--- config.mk ---
export PLATFORM = sky130hd
export DESIGN_NAME = clk_src_ctrl
export DESIGN_NICKNAME = d
export VERILOG_FILES = /design/src/rtl/clk_src_pkg.sv /design/src/rtl/csc_regfile.sv /design/src/rtl/csc_src_select.sv /design/src/rtl/csc_out_stage.sv /design/src/rtl/clk_src_ctrl.sv
export SDC_FILE = /design/constraint.sdc
export NUM_CORES = 1
export LEC_CHECK = 0
export BUFFER_PORTS_ARGS = -buffer_cell sky130_fd_sc_hd__buf_2
export CELL_PAD_IN_SITES_DETAIL_PLACEMENT = 0
export CELL_PAD_IN_SITES_GLOBAL_PLACEMENT = 2
export CORE_ASPECT_RATIO = 0.7
export CORE_MARGIN = 2
export CORE_UTILIZATION = 33
export CTS_CLUSTER_SIZE = 40
export DETAILED_ROUTE_END_ITERATION = 7
export GPL_TIMING_DRIVEN = 0
export PLACE_DENSITY = 0.74
export SLEW_MARGIN = 10
export SYNTH_ARGS = -nofsm -noshare
export SYNTH_HDL_FRONTEND = slang
export SYNTH_HIERARCHICAL = 1
export SYNTH_SLANG_ARGS = --single-unit
export TNS_END_PERCENT = 1
--- constraint.sdc ---
create_clock -name clk -period 1.8 [get_ports clk]
set_input_delay 0.18 -clock clk [delete_from_list [all_inputs] [get_ports clk]]
set_output_delay 0.18 -clock clk [all_outputs]
set_load 0.03 [all_outputs]
--- src/rtl/clk_src_pkg.sv ---
package clk_src_pkg;
  localparam int unsigned DATA_W = 8;
  localparam int unsigned A_CTRL = 0;
  localparam int unsigned A_SEL  = 1;
  localparam int unsigned A_RN   = 2;
  localparam int unsigned A_RM   = 3;
  localparam int unsigned A_PN   = 4;
  localparam int unsigned A_PM   = 5;
  typedef enum logic [1:0] {SRC_STRAP, SRC_PROG, SRC_RECOV} src_e;
endpackage

--- src/rtl/csc_regfile.sv ---
module csc_regfile
  import clk_src_pkg::*;
#(
  parameter int ADDR_W = 4,
  parameter int N_W    = 8,
  parameter int M_W    = 7,
  parameter int CODE_W = 5
) (
  input  logic              clk,
  input  logic              rst,
  input  logic              wr_en,
  input  logic [ADDR_W-1:0] wr_addr,
  input  logic [DATA_W-1:0] wr_data,
  input  logic [CODE_W-1:0] strap_fs,
  input  logic              wdt_expire,
  output logic              prog_en,
  output logic              ratio_ovr,
  output logic [CODE_W-1:0] sel_code,
  output logic [N_W-1:0]    rec_n,
  output logic [M_W-1:0]    rec_m,
  output logic              rec_sel,
  output logic [N_W-1:0]    prog_n,
  output logic [N_W-1:0]    pld_n,
  output logic [M_W-1:0]    pld_m,
  output logic              rec_active,
  output logic [CODE_W-1:0] strap_q
);
  always_ff @(posedge clk) begin
    if (rst) begin
      prog_en    <= 1'b0;
      ratio_ovr  <= 1'b0;
      sel_code   <= '0;
      rec_n      <= '0;
      rec_m      <= '0;
      rec_sel    <= 1'b0;
      prog_n     <= '0;
      pld_n      <= '0;
      pld_m      <= '0;
      rec_active <= 1'b0;
      strap_q    <= '0;
    end else begin
      strap_q <= strap_fs;
      if (wdt_expire) rec_active <= 1'b1;
      if (wr_en) begin
        case (wr_addr)
          ADDR_W'(A_CTRL): begin
            prog_en   <= wr_data[0];
            ratio_ovr <= wr_data[1];
          end
          ADDR_W'(A_SEL): sel_code <= wr_data[CODE_W-1:0];
          ADDR_W'(A_RN):  rec_n    <= wr_data[N_W-1:0];
          ADDR_W'(A_RM): begin
            rec_m   <= wr_data[M_W-1:0];
            rec_sel <= wr_data[DATA_W-1];
          end
          ADDR_W'(A_PN):  prog_n   <= wr_data[N_W-1:0];
          ADDR_W'(A_PM): begin
            pld_m <= wr_data[M_W-1:0];
            pld_n <= prog_n;
          end
          default: ;
        endcase
      end
    end
  end
endmodule

--- src/rtl/csc_src_select.sv ---
module csc_src_select
  import clk_src_pkg::*;
#(
  parameter int N_W    = 8,
  parameter int M_W    = 7,
  parameter int CODE_W = 5
) (
  input  logic              prog_en,
  input  logic              ratio_ovr,
  input  logic [CODE_W-1:0] sel_code,
  input  logic [N_W-1:0]    rec_n,
  input  logic [M_W-1:0]    rec_m,
  input  logic              rec_sel,
  input  logic [N_W-1:0]    pld_n,
  input  logic [M_W-1:0]    pld_m,
  input  logic              rec_active,
  input  logic [CODE_W-1:0] strap_q,
  output logic              nx_use,
  output logic [N_W-1:0]    nx_n,
  output logic [M_W-1:0]    nx_m,
  output logic [CODE_W-1:0] nx_ratio
);
  src_e src;

  always_comb begin
    if (rec_active)   src = SRC_RECOV;
    else if (prog_en) src = SRC_PROG;
    else              src = SRC_STRAP;
  end

  always_comb begin
    nx_use = 1'b0;
    nx_n   = '0;
    nx_m   = '0;
    case (src)
      SRC_RECOV: if (rec_sel) begin
        nx_use = 1'b1;
        nx_n   = rec_n;
        nx_m   = rec_m;
      end
      SRC_PROG: begin
        nx_use = 1'b1;
        nx_n   = pld_n;
        nx_m   = pld_m;
      end
      default: ;
    endcase
    nx_ratio = ratio_ovr ? sel_code : strap_q;
  end
endmodule

--- src/rtl/csc_out_stage.sv ---
module csc_out_stage #(
  parameter int N_W    = 8,
  parameter int M_W    = 7,
  parameter int CODE_W = 5
) (
  input  logic              clk,
  input  logic              rst,
  input  logic              nx_use,
  input  logic [N_W-1:0]    nx_n,
  input  logic [M_W-1:0]    nx_m,
  input  logic [CODE_W-1:0] nx_ratio,
  output logic              use_nm,
  output logic [N_W-1:0]    syn_n,
  output logic [M_W-1:0]    syn_m,
  output logic [CODE_W-1:0] ratio_code,
  output logic              syn_load
);
  localparam int VEC_W = 1 + N_W + M_W + CODE_W;
  logic [VEC_W-1:0] nx_vec, cur_vec;

  assign nx_vec  = {nx_use, nx_n, nx_m, nx_ratio};
  assign cur_vec = {use_nm, syn_n, syn_m, ratio_code};

  always_ff @(posedge clk) begin
    if (rst) begin
      use_nm     <= 1'b0;
      syn_n      <= '0;
      syn_m      <= '0;
      ratio_code <= '0;
      syn_load   <= 1'b0;
    end else begin
      use_nm     <= nx_use;
      syn_n      <= nx_n;
      syn_m      <= nx_m;
      ratio_code <= nx_ratio;
      syn_load   <= (nx_vec != cur_vec);
    end
  end
endmodule

--- src/rtl/clk_src_ctrl.sv ---
module clk_src_ctrl
  import clk_src_pkg::*;
#(
  parameter int ADDR_W = 4,
  parameter int N_W    = 8,
  parameter int M_W    = 7,
  parameter int CODE_W = 5
) (
  input  logic              clk,
  input  logic              rst,
  input  logic              wr_en,
  input  logic [ADDR_W-1:0] wr_addr,
  input  logic [7:0]        wr_data,
  input  logic [CODE_W-1:0] strap_fs,
  input  logic              wdt_expire,
  output logic [N_W-1:0]    syn_n,
  output logic [M_W-1:0]    syn_m,
  output logic              use_nm,
  output logic [CODE_W-1:0] ratio_code,
  output logic              syn_load
);
  logic              prog_en, ratio_ovr, rec_sel, rec_active;
  logic [CODE_W-1:0] sel_code, strap_q;
  logic [N_W-1:0]    rec_n, prog_n, pld_n;
  logic [M_W-1:0]    rec_m, pld_m;
  logic              nx_use;
  logic [N_W-1:0]    nx_n;
  logic [M_W-1:0]    nx_m;
  logic [CODE_W-1:0] nx_ratio;

  csc_regfile #(.ADDR_W(ADDR_W), .N_W(N_W), .M_W(M_W), .CODE_W(CODE_W)) u_regs (
    .clk(clk), .rst(rst), .wr_en(wr_en), .wr_addr(wr_addr), .wr_data(wr_data),
    .strap_fs(strap_fs), .wdt_expire(wdt_expire), .prog_en(prog_en),
    .ratio_ovr(ratio_ovr), .sel_code(sel_code), .rec_n(rec_n), .rec_m(rec_m),
    .rec_sel(rec_sel), .prog_n(prog_n), .pld_n(pld_n), .pld_m(pld_m),
    .rec_active(rec_active), .strap_q(strap_q)
  );

  csc_src_select #(.N_W(N_W), .M_W(M_W), .CODE_W(CODE_W)) u_sel (
    .prog_en(prog_en), .ratio_ovr(ratio_ovr), .sel_code(sel_code),
    .rec_n(rec_n), .rec_m(rec_m), .rec_sel(rec_sel), .pld_n(pld_n),
    .pld_m(pld_m), .rec_active(rec_active), .strap_q(strap_q),
    .nx_use(nx_use), .nx_n(nx_n), .nx_m(nx_m), .nx_ratio(nx_ratio)
  );

  csc_out_stage #(.N_W(N_W), .M_W(M_W), .CODE_W(CODE_W)) u_out (
    .clk(clk), .rst(rst), .nx_use(nx_use), .nx_n(nx_n), .nx_m(nx_m),
    .nx_ratio(nx_ratio), .use_nm(use_nm), .syn_n(syn_n), .syn_m(syn_m),
    .ratio_code(ratio_code), .syn_load(syn_load)
  );
endmodule

==> summary.md <==
| Metric | Value |
|---|---|
| DRC errors left | 0 |
| Layout Nets | approximately 360 |
| Element type at the critical path end | flip-flop |
| Layout Cells excl Fill | between 400 and 500 |
| Flop-to-flop setup slack | -0.14 ns |
| Clk_lat worst skew | about 0.33 ns |
| Min-delay worst type | input pin to flip-flop |
| Hold WS | 0.0619 ns |
| Antenna viol nets, final | 0 |
| Flops & latches, synth | 74 |
| Vias | ~2100 |
| Area of the mapped netlist | 3110 µm² |
| Flop pwr share | 0.447 |
| Maximum clock path buffer count | 2 |
| Mux contribution to synthesized area | 0.166 |
| Post-synth cell types | 28 |
| Detailed Route WL | 7420 µm |
| Sequential area share after synthesis | 0.477 |
| Switching part of the total | 0.210 |
| Final setup viols | 1 |
| RR Endpoint | u_out/syn_load |
| Crit path launch | u_regs/prog_en |
| Arr. time, crit path | approximately 2.1 ns |
| First-pass GRT wire length | about 12000 µm |
| First-iteration detailed-routing DRC count | 69 |
| Gate Count Post-Synth | between 200 and 300 |
| Dpl cells | ~450 |
| Starting Density | 0.341 |
| Leakage | approximately 1.8 nW |
| CTS tree | yes |
| Worst-path clk slew | approximately 0.060 ns |
| Number of hold violations in the final report | 0 |
| Power Density | approximately 960 nW/µm² |
| GPL Wtd Cong | 0.717 |
| Final setup margin | -0.143 ns |
| Logic pwr share | 0.055 |
| Startpoint Class | flip-flop |
| Final period util | 1.08 |
| Post-synthesis xor/xnor area fraction | 0.0592 |
| Total gr overflow | 0 |
| Layout cell share with drive strength beyond 1 | 0.275 |
| Die area | 10200 µm² |
| H-tree levels | 3 |
| Pins Over Slew Limit | 0 |
| Vias per cell | 4.48 |
| Syn avg cell area | ~11 µm² |
| IO Count | 43 |
| Synth warnings | 6 |
| P&R area growth vs syn | 26.4% |
| Clock Skew | 0.00736 ns |
| FILL cells | 900 |
| Failing checks | negative setup slack |
| Reg2reg start | u_regs/prog_en |
| Clk pwr share | 0.498 |
| Most Crowded Layer GR | met2 |
| TNS Setup | -0.143 ns |
| Max_slew headroom | 0.613 |
| ANT cells | 0 |
| Reg2reg path depth | 7 |
| Largest family of logic cells by synthesized area | simple AND/OR/NAND/NOR gates |
| Initial DRT Pass Iterations | 5 |
| Total Power | 3.75 mW |
| Total Routing Usage GR | 0.158 |
| Required @ worst endpoint | ~2.0 ns |
| Met2 Track Usage GR | 0.238 |
| Status | finished with violations |
| Vias in the first global route | between 2000 and 2500 |
| Die Span Y | around 85 µm |
| Port bufs | 42 |
| Worst Tran Pin Value | between 0.5 and 0.6 ns |
| Power Internal | around 3 mW |
| Switch Pwr | just under 0.8 mW |
| Largest net degree at the start of global routing | 13 |
| Initial antenna violation count | 0 |
| Kind of critical path | flip-flop to flip-flop |
| Crit Path Max Fanout | 5 |
| Syn_nets | between 300 and 400 |
| Clk sinks | 74 |
| RSZ-0062 raised after global routing | true |
| Post-synthesis compound-gate area fraction | 0.0463 |
| Post-DR wirelength/cell | 15.8 µm |
| Area share of and/or/nand/nor cells after synthesis | 0.215 |
| Post-synthesis adder-cell area fraction | 0 |
| Dpl cell area | 3470 µm² |
| Critical path endpoint | u_out/syn_load |
| Cts hold-fix bufs | 0 |
| Clock period minus worst slack | approximately 1.9 ns |
| Core Footprint | between 9000 and 10000 µm² |
| Final non-filler cell area | 3930 µm² |
| Final core utilization | 0.431 |
| Total CTS buffers | 9 |
| FMAX | just over 500 MHz |
| Max cap viols | 0 |
| Worst vdd ir | around 420 µV |
| Post-DP HPWL | between 5000 and 6000 µm |
| Root buf cell | clkbuf_16 |
| Row count | 29 |
| GR Util met1 | 0.221 |
| GR met3 Demand/Resource | 0.0477 |
| Place WS | -0.252 ns |
| Die width | between 100 and 150 µm |
synth_stat cells, drive strengths merged:
cell type / instances / area (µm²)
xnor2: 17 / 149
nor4: 2 / 12.5
nand3b: 1 / 7.51
xor2: 4 / 35.0
nor3b: 1 / 18.8
nor2: 3 / 11.3
clkbuf: 8 / 30.0
and2b: 2 / 17.5
a32o: 1 / 10.0
dfxtp: 74 / 1480
nand3: 4 / 37.5
buf: 7 / 82.6
nand4: 3 / 18.8
nand2: 2 / 10.0
mux2: 5 / 56.3
nor2b: 27 / 169
a22o: 14 / 125
and2: 1 / 6.26
a41oi: 1 / 8.76
nand2b: 54 / 338
mux2i: 46 / 460
and3: 2 / 15.0
or2: 1 / 6.26
cells in the final DEF (no fill, tap or decap), types with 2 or more instances in the layout:
master,n
buf_6,3
a22o_1,10
clkinv_2,2
and2b_2,2
buf_2,42
mux2_2,5
nand3_1,2
a22o_2,2
clkbuf_1,10
xnor2_1,16
nor2_1,3
a22o_4,2
nand4_1,3
mux2i_1,46
nand2b_1,54
xor2_1,4
dfxtp_2,2
bufinv_16,2
clkbuf_16,9
buf_4,7
and3_2,2
buf_8,2
buf_16,2
nor2b_1,26
dfxtp_1,71
how the worst min path moves through the flow:
stage | depth (start not counted) | start | endpoint
6_report | 2 | strap_fs[2] | u_regs/strap_q[2]
2_1_floorplan | 1 | rst | u_out/ratio_code[4]
5_1_grt | 2 | strap_fs[2] | u_regs/strap_q[2]
4_1_cts | 2 | strap_fs[2] | u_regs/strap_q[2]
3_5_place_dp | 2 | strap_fs[3] | u_regs/strap_q[3]
3_3_place_gp | 2 | strap_fs[0] | u_regs/strap_q[0]
what timing repair did:
action,CTS,global route
gates cloned,2,0
resized for setup,10,5
pin swaps,11,7
setup buffers,6,1
endpoints found under the setup margin,1,1
area by class of cell:
cell class	instances	area, µm²	share of cell area
flip-flops and latches	74	1490	0.379
plain buffers	13	93.8	0.0239
clock inverters	5	78.8	0.0201
multi-input cells	191	1560	0.398
well taps	124	155	0.0395
clock buffers	11	233	0.0593
repair buffers	51	318	0.0809
routing by layer:
layer / share of wire / vias to the layer above
met3: 0.037 / 9
met4: 0.0096 / 0
met2: 0.43 / 36
met5: 0 / -
met1: 0.52 / 981
li1: - / 1073
power groups by stage:
stage | Sequential, mW | Combinational, mW | Clock, mW
after CTS | 1.68 | 0.210 | 1.92
after global placement | 1.71 | 0.201 | 0
after detailed placement | 1.71 | 0.202 | 0
after global routing | 1.68 | 0.227 | 2.00
final | 1.68 | 0.208 | 1.87
after floorplan | 1.72 | 0.113 | 0
critical path, stage by stage (launching register included):
cell	delay [ns]
dfxtp_2	0.33
nor2b_4	0.27
buf_16	0.16
a22o_1	0.17
xnor2_1	0.13
nand4_1	0.18
nor4_2	0.40
a41oi_2	0.16
cell families (layout without fill, tap and decap cells):
family,count (synthesis),after routing
flip-flops,74,74
AO/OA/AOI/OAI,16,16
XOR/XNOR,21,21
multiplexers,51,51
AND/OR/NAND/NOR,103,103
buffers and inverters,15,80
flip-flops by register name (all words and copies together) (netlist names):
register / cells
u_out/use_nm: 1
u_regs/rec_sel: 1
u_regs/rec_active: 1
u_regs/pld_m: 7
u_regs/sel_code: 5
u_out/syn_load: 1
u_regs/pld_n: 8
u_out/syn_m: 7
u_regs/prog_en: 1
u_out/ratio_code: 5
u_regs/prog_n: 8
u_regs/strap_q: 5
u_regs/rec_n: 8
u_regs/rec_m: 7
u_out/syn_n: 8
u_regs/ratio_ovr: 1
(Power assumes the default switching activity.)
